`src/rtl/xfer_err_pkg.sv`:
```
package xfer_err_pkg;
    localparam int REG_W     = 32;
    localparam int LANES     = 4;
    localparam int GRP_W     = LANES + 2;
    localparam int DATA_LSB  = 0;
    localparam int FETCH_LSB = GRP_W + 2;
    localparam int N_GRP     = 2;

    typedef enum logic {
        ACC_DATA  = 1'b0,
        ACC_FETCH = 1'b1
    } acc_kind_e;

    function automatic logic [REG_W-1:0] live_mask();
        logic [REG_W-1:0] m;
        m = '0;
        m[DATA_LSB  +: GRP_W] = '1;
        m[FETCH_LSB +: GRP_W] = '1;
        return m;
    endfunction
endpackage

```
`src/rtl/xfer_err_group.sv`:
```
module xfer_err_group
    import xfer_err_pkg::*;
#(
    parameter int NLANE = LANES,
    localparam int GW   = NLANE + 2
) (
    input  logic             clk,
    input  logic             rst,
    input  logic             hit,
    input  logic             ext,
    input  logic             tmo,
    input  logic [NLANE-1:0] par,
    input  logic             par_ok,
    input  logic [GW-1:0]    clr,
    output logic [GW-1:0]    stat
);
    logic [GW-1:0] set_vec;

    always_comb begin
        set_vec        = '0;
        set_vec[GW-1]  = hit & ext;
        set_vec[GW-2]  = hit & tmo;
        for (int i = 0; i < NLANE; i++) begin
            set_vec[NLANE-1-i] = hit & par_ok & par[i];
        end
    end

    always_ff @(posedge clk) begin
        if (rst) begin
            stat <= '0;
        end else begin
            stat <= (stat & ~clr) | set_vec;
        end
    end

    // a set in the same cycle as a clear leaves the bit set
    p_set_wins_r10: assert property (@(posedge clk) disable iff (rst)
        (hit && ext && clr[GW-1]) |=> stat[GW-1]);

    // nothing sets while the group is not hit
    p_no_hit_no_set_r9: assert property (@(posedge clk) disable iff (rst)
        (!hit) |=> ((stat & ~$past(stat)) == '0));

    // each failing lane sets its own bit
    generate
        for (genvar g = 0; g < NLANE; g++) begin : g_lane_chk
            p_lane_set_r7: assert property (@(posedge clk) disable iff (rst)
                (hit && par_ok && par[g]) |=> stat[NLANE-1-g]);
        end
    endgenerate
endmodule

```
`src/rtl/xfer_err_status.sv`:
```
module xfer_err_status
    import xfer_err_pkg::*;
(
    input  logic             clk,
    input  logic             rst,
    input  logic             term_valid,
    input  logic             term_is_fetch,
    input  logic             term_ext_err,
    input  logic             term_timeout,
    input  logic [LANES-1:0] term_par_err,
    input  logic             term_unmanaged,
    input  logic             par_unmanaged_en,
    input  logic             reg_wr,
    input  logic [REG_W-1:0] reg_wdata,
    output logic [REG_W-1:0] reg_rdata
);
    localparam logic [REG_W-1:0] LIVE = live_mask();

    acc_kind_e        kind;
    logic             par_ok;
    logic [REG_W-1:0] clr_word;
    logic [GRP_W-1:0] grp_stat [N_GRP];

    assign kind     = term_is_fetch ? ACC_FETCH : ACC_DATA;
    assign par_ok   = ~term_unmanaged | par_unmanaged_en;
    assign clr_word = reg_wr ? (reg_wdata & LIVE) : '0;

    generate
        for (genvar g = 0; g < N_GRP; g++) begin : g_grp
            localparam int        BASE = (g == 0) ? DATA_LSB : FETCH_LSB;
            localparam acc_kind_e MINE = (g == 0) ? ACC_DATA : ACC_FETCH;
            xfer_err_group #(.NLANE(LANES)) u_grp (
                .clk    (clk),
                .rst    (rst),
                .hit    (term_valid && (kind == MINE)),
                .ext    (term_ext_err),
                .tmo    (term_timeout),
                .par    (term_par_err),
                .par_ok (par_ok),
                .clr    (clr_word[BASE +: GRP_W]),
                .stat   (grp_stat[g])
            );
        end
    endgenerate

    always_comb begin
        reg_rdata = '0;
        reg_rdata[DATA_LSB  +: GRP_W] = grp_stat[0];
        reg_rdata[FETCH_LSB +: GRP_W] = grp_stat[1];
    end

    // reserved positions always read zero
    p_reserved_zero_r4: assert property (@(posedge clk) disable iff (rst)
        (reg_rdata & ~LIVE) == '0);

    // a set bit survives unless a one was written to it
    p_sticky_r2: assert property (@(posedge clk) disable iff (rst)
        1'b1 |=> ((($past(reg_rdata) & ~($past(reg_wr) ? $past(reg_wdata) : '0))
                   & ~reg_rdata) == '0));

    // external error on a data access lands in the data group
    p_ext_data_r5: assert property (@(posedge clk) disable iff (rst)
        (term_valid && term_ext_err && !term_is_fetch) |=> reg_rdata[DATA_LSB + GRP_W - 1]);

    // gated parity from unmanaged memory leaves the lane bits unchanged
    p_unmanaged_gate_r8: assert property (@(posedge clk) disable iff (rst)
        (term_valid && term_unmanaged && !par_unmanaged_en && !reg_wr)
        |=> $stable(reg_rdata[DATA_LSB +: LANES]) && $stable(reg_rdata[FETCH_LSB +: LANES]));
endmodule

```
`config.mk`:
```
export PLATFORM = sky130hd
export DESIGN_NAME = xfer_err_status
export DESIGN_NICKNAME = d
export VERILOG_FILES = /design/src/rtl/xfer_err_pkg.sv /design/src/rtl/xfer_err_group.sv /design/src/rtl/xfer_err_status.sv
export SDC_FILE = /design/constraint.sdc
export NUM_CORES = 1
export LEC_CHECK = 0
export BUFFER_PORTS_ARGS = -buffer_cell sky130_fd_sc_hd__buf_2
export CAP_MARGIN = 20
export CORE_UTILIZATION = 30
export CTS_CLUSTER_DIAMETER = 100
export CTS_CLUSTER_SIZE = 28
export DETAILED_ROUTE_END_ITERATION = 10
export HOLD_SLACK_MARGIN = 0.15
export PLACE_DENSITY = 0.78
export SYNTH_ARGS = -nofsm -noshare
export SYNTH_HDL_FRONTEND = slang
export SYNTH_SLANG_ARGS = --single-unit
export TNS_END_PERCENT = 10
```
`constraint.sdc`:
```
create_clock -name clk -period 0.8 [get_ports clk]
set_clock_uncertainty 0.15 [all_clocks]
set_input_delay 0 -clock clk [delete_from_list [all_inputs] [get_ports clk]]
set_output_delay 0 -clock clk [all_outputs]
set_load 0.01 [all_outputs]
```
## Yosys cells after proc, flatten, opt, wreduce, memory -nomap -nowiden

Index checks and enable logic that the tools add are counted.
W data, S select, Z words.

- Bitwise gates (word level): 23
- Reductions and logical operators: 2
- Multiplexer cells: 2

Operators by type and width:

| kind | number |
|---|---|
| $and A1 B1 Y1 | 14 |
| $mux W14 | 1 |
| $and A6 B6 Y6 | 2 |
| $not A6 Y6 | 2 |
| $or A6 B6 Y6 | 2 |
| $logic_and A1 B1 Y1 | 2 |
| $not A1 Y1 | 2 |
| $mux W1 | 1 |
| $or A1 B1 Y1 | 1 |

- Output and inout bits: 32
- Input bits: 45
- Register bits after elaboration: 12
- Logic and storage cells: 29

## Depth between registers and ports, before layout

- Depth after elaboration: 6
- Gate-level depth with buffers: 3
- Gate-level depth less buffers: 2

## Hierarchy

A second synthesis with hierarchy kept.

- Cells, all modules: 85
- Area total of the unflattened synthesis: 699.4 um^2

By module, submodules not included:

| module | times used | area each (um^2) | cells each | sequential area each (um^2) |
|---|---|---|---|---|
| xfer_err_group | 2 | 215.2 | 24 | 120.1 |
| xfer_err_status | 1 | 269.0 | 37 | 0.0 |

## Worst setup path before layout

No wires, ideal clock.

- Kind: reg-to-reg
- Start: register g_grp[1].u_grp.stat[0]
- End: register g_grp[1].u_grp.stat[0]
- Data required time: 0.558 ns
- Slack: -0.104 ns
- Arrival time: 0.662 ns
- Period minus slack after synthesis: 0.904 ns
- Setup time: 0.092 ns
- Cell stages (with the launch flop): 3
- Path buffers: 0
- Cells stage by stage: dfxtp_1 a21bo_2 o32ai_1

- Word-level cells in the longest chain between the ends: 2

Ends and longest elaborated chain:

| element | line | text |
|---|---|---|
| from (decl) | xfer_err_group.sv:15 | `output logic [GW-1:0] stat` |
| from (signal assigned) | xfer_err_group.sv:32 | `stat <= (stat & ~clr) \| set_vec;` |
| $and A6 B6 Y6 | xfer_err_group.sv:32 |  |
| $or A6 B6 Y6 | xfer_err_group.sv:32 |  |

Every way passes these cells.
A chain may end at the register's enable or synchronous reset.

## Worst setup path in the final report

- Start: register g_grp[1].u_grp.stat[2]
- End: register g_grp[1].u_grp.stat[2]

Same word-level chain as after synthesis.

==> metrics list <==
- The run finished, with violations left.
- The final reports fail on hold timing, setup timing.
* Antenna violations before repair: 0
* Global-route total usage across every layer: 0.1295
- H-Tree Level Count: 1
- Row cnt: 17
- CP Launch Point: g_grp[1].u_grp.stat[2]$_SDFF_PP0_
- The die is 50.03 um wide.
- After the last flow step, the layout net total stands at 159.
* Floorplan Core Area: 0.002191 mm^2
* Register area share after synthesis: 0.3472
- Clock Root Buffer: clkbuf_4
* Synth Instances: 71
* CP Capture Type: register
- Flip-flop count of the largest register, all copies and words added: 12
- Data on the critical path arrives at its endpoint at 910 ps.
- Drt via density: 4.468
- Setup slack on the critical path of the routed design comes to -80.12 ps.
* Biggest register: g_grp.u_grp.stat
- For this run, the slowest stage of the critical path takes 340 ps.
* Worst path cell trace: a21bo_2, o32ai_2
- Maximum root-to-sink buffer count: 2
* Number of setup violations in the final report: 24
* RePlAce Congestion: 0.6359
* Power per cell area: 1417 mW/mm^2
* Hold violation total from the final report: 12
* Maximum fanout encountered on the critical timing path: 2
- # clock sinks: 12
- Clock-pin slew was measured on the worst setup and hold paths at 80 ps.
* Total iterations of the first detailed-routing run: 4
- VDD sags by at most 828.6 uV.
- The final-report max-slew violation count is 0.
* Via count of the first global-routing pass: 558
- The first global-routing pass estimated 2.428 mm of wire.
- In this run the worst hold path is classified as in -> reg.
- Subtracting the final worst setup slack from the clock period gives 880.1 ps.
- Standard cell with the maximum stage delay on the critical path: dfxtp_2
- Origin of the critical flop-to-flop path: g_grp[1].u_grp.stat[2]$_SDFF_PP0_
* Clock tree from TritonCTS: yes
- DRC violations left: 0
* Number of DRC markers after the initial detailed-route iteration: 5
- Layout cells sized above 1: 0.7257
- Die Footprint: 0.002503 mm^2
- Counting cells, the worst reg-to-reg path comes to 2.
- Initial core utilization: 0.3158
* Maximum Capacitance Violations: 0
- Static Leakage: 0.4755 nW
* Final Core Density: 0.4609
- In the final layout, the registers with the most flip-flops are g_grp.u_grp.stat: 12 flops.
* GRT overflow: 0
- The routed design has 1.531 mm of wire.
- Of the available clock period, the critical path in the final layout requires 1.100.
- 0 antenna diodes ended up in the layout.
- CP Launch Type: register
- The kind of cell with the highest combined delay along the critical path is flip-flops.
- Die outline height: 50.03 um
* Fmax: 1136 MHz
- The endpoint identified for the worst register-to-register timing path is g_grp[1].u_grp.stat[2]$_SDFF_PP0_.
- Port buffering added 36 buffers.
- The worst register-to-register path has a setup slack of -80 ps.
- Synthesized area per cell: 9.745 um^2
- The mapped netlist covers 691.9 um^2.
- Via total after detailed routing: 630
- Number of synthesized register bits: 12
- In this run the remaining antenna-violating nets after routing total 0.
* Final hold slack: -150.0 ps
- The HPWL after detailed placement is 1.142 mm.
- The most critical setup path has its endpoint at g_grp[1].u_grp.stat[2]$_SDFF_PP0_.
* Setup repair bufs after CTS: 0
* Maximum number of pins on one net before global-route repair: 13
* # IOs: 77
- Clock latency on the worst-skew pair, taken at its later pin, is 260 ps.
* Post-synth cell types: 13
* Layout area overhead: 45.93%
* Num CTS Buffers: 3
* WL per Instance: 10.86 um
- Crit path required time: 830 ps
- Final TNS setup: -1491 ps
- The critical path crosses 2 cells after its start point.
* Crit path buffers/inverters: 0
- Yosys printed 0 warnings.
- The worst setup path is of the reg -> reg kind.
- Setup repair after global routing could not meet its margin everywhere.
==> area by class of cell <==
type                            count  area (um^2)
Tap cell                           28        35.03
Timing Repair Buffer               42        256.5
Sequential cell                    12        255.2
Multi-Input combinational cell     55        426.7
Clock buffer                        4        36.28
Fill cell                         211         1181
==> per-stage QoR <==
step           power (W)  hold slack [ps]  instance area (um^2)  worst slack, ps  cells
6_report        0.001430           -150.0                  1010           -80.12    141
3_3_place_gp   0.0009096            115.7                 867.1           -57.81    137
5_1_grt         0.001521           -165.6                  1010           -126.9    141
2_1_floorplan  0.0008668           -49.04                 778.2           -62.48     90
3_5_place_dp   0.0009176            122.3                 867.1           -82.10    137
4_1_cts         0.001457           -165.1                  1006           -81.95    141
==> kinds of logic after synthesis <==
kind of cell | Yosys count | share of synthesized area
and+or+nand+nor | 11 | 0.09584
DFF | 12 | 0.3472
buffers and inverters | 23 | 0.2477
other | 1 | 0.005420
AOI/OAI and AO/OA | 24 | 0.3038
==> worst min-delay path by stage <==
stage                  start                                 to  slack [ps]  cells after the start
2_1_floorplan            rst  g_grp[0].u_grp.stat[1]$_SDFF_PP0_         -50                      1
3_3_place_gp    term_timeout  g_grp[1].u_grp.stat[4]$_SDFF_PP0_         120                      3
3_5_place_dp    term_timeout  g_grp[1].u_grp.stat[4]$_SDFF_PP0_         120                      3
4_1_cts        reg_wdata[13]  g_grp[1].u_grp.stat[5]$_SDFF_PP0_        -170                      3
5_1_grt         reg_wdata[4]  g_grp[0].u_grp.stat[4]$_SDFF_PP0_        -170                      3
6_report        term_timeout  g_grp[1].u_grp.stat[4]$_SDFF_PP0_        -150                      3
==> cells in the mapped netlist <==
cell type	number	area [um^2]
buf_2	2	10.01
o32ai_1	8	70.07
a21oi_1	4	20.02
nand2_1	1	3.750
nand2b_1	5	31.28
nand3b_1	2	15.01
a21bo_2	12	120.1
buf_6	1	11.26
nand3_1	2	10.01
nor2b_1	1	6.260
dfxtp_1	12	240.2
buf_4	20	150.1
conb_1	1	3.750
==> cells in the final DEF, fill, tap and decap left out, drive strengths merged <==
cell type	count
nand2b	5
nor2b	1
buf	42
clkbuf	4
a21oi	4
dfxtp	12
nand2	1
nand3b	2
conb	20
a21bo	12
nand3	2
o32ai	8
==> power breakdown <==
group          total (W)  switching, W  internal, W
Clock           0.000477      0.000201     0.000276
Combinational   0.000313      0.000164     0.000149
Sequential      0.000641     0.0000128     0.000628
Total            0.00143      0.000377      0.00105
==> worst min-delay path: stages <==
cell,delay [ps]
buf_2,100
nand3_1,80
a21oi_2,50
==> routing by layer <==
metal,part of all wire,GRT usage,vias to the layer above
li1,-,-,297
met1,0.40,0.1423,296
met2,0.51,0.2356,37
met3,0.091,0.03395,0
met4,0,0.04286,0
met5,0,0,-
==> what timing repair did <==
| action | 4_1_cts | 5_1_grt |
|---|---|---|
| pin swaps | 0 | 0 |
| setup endpoints to repair | 24 | 24 |
| resized for setup | 16 | 1 |
| hold endpoints to repair | 12 | 12 |
| gates cloned | 0 | 0 |
No activity file was read; power rests on OpenSTA's default activity.
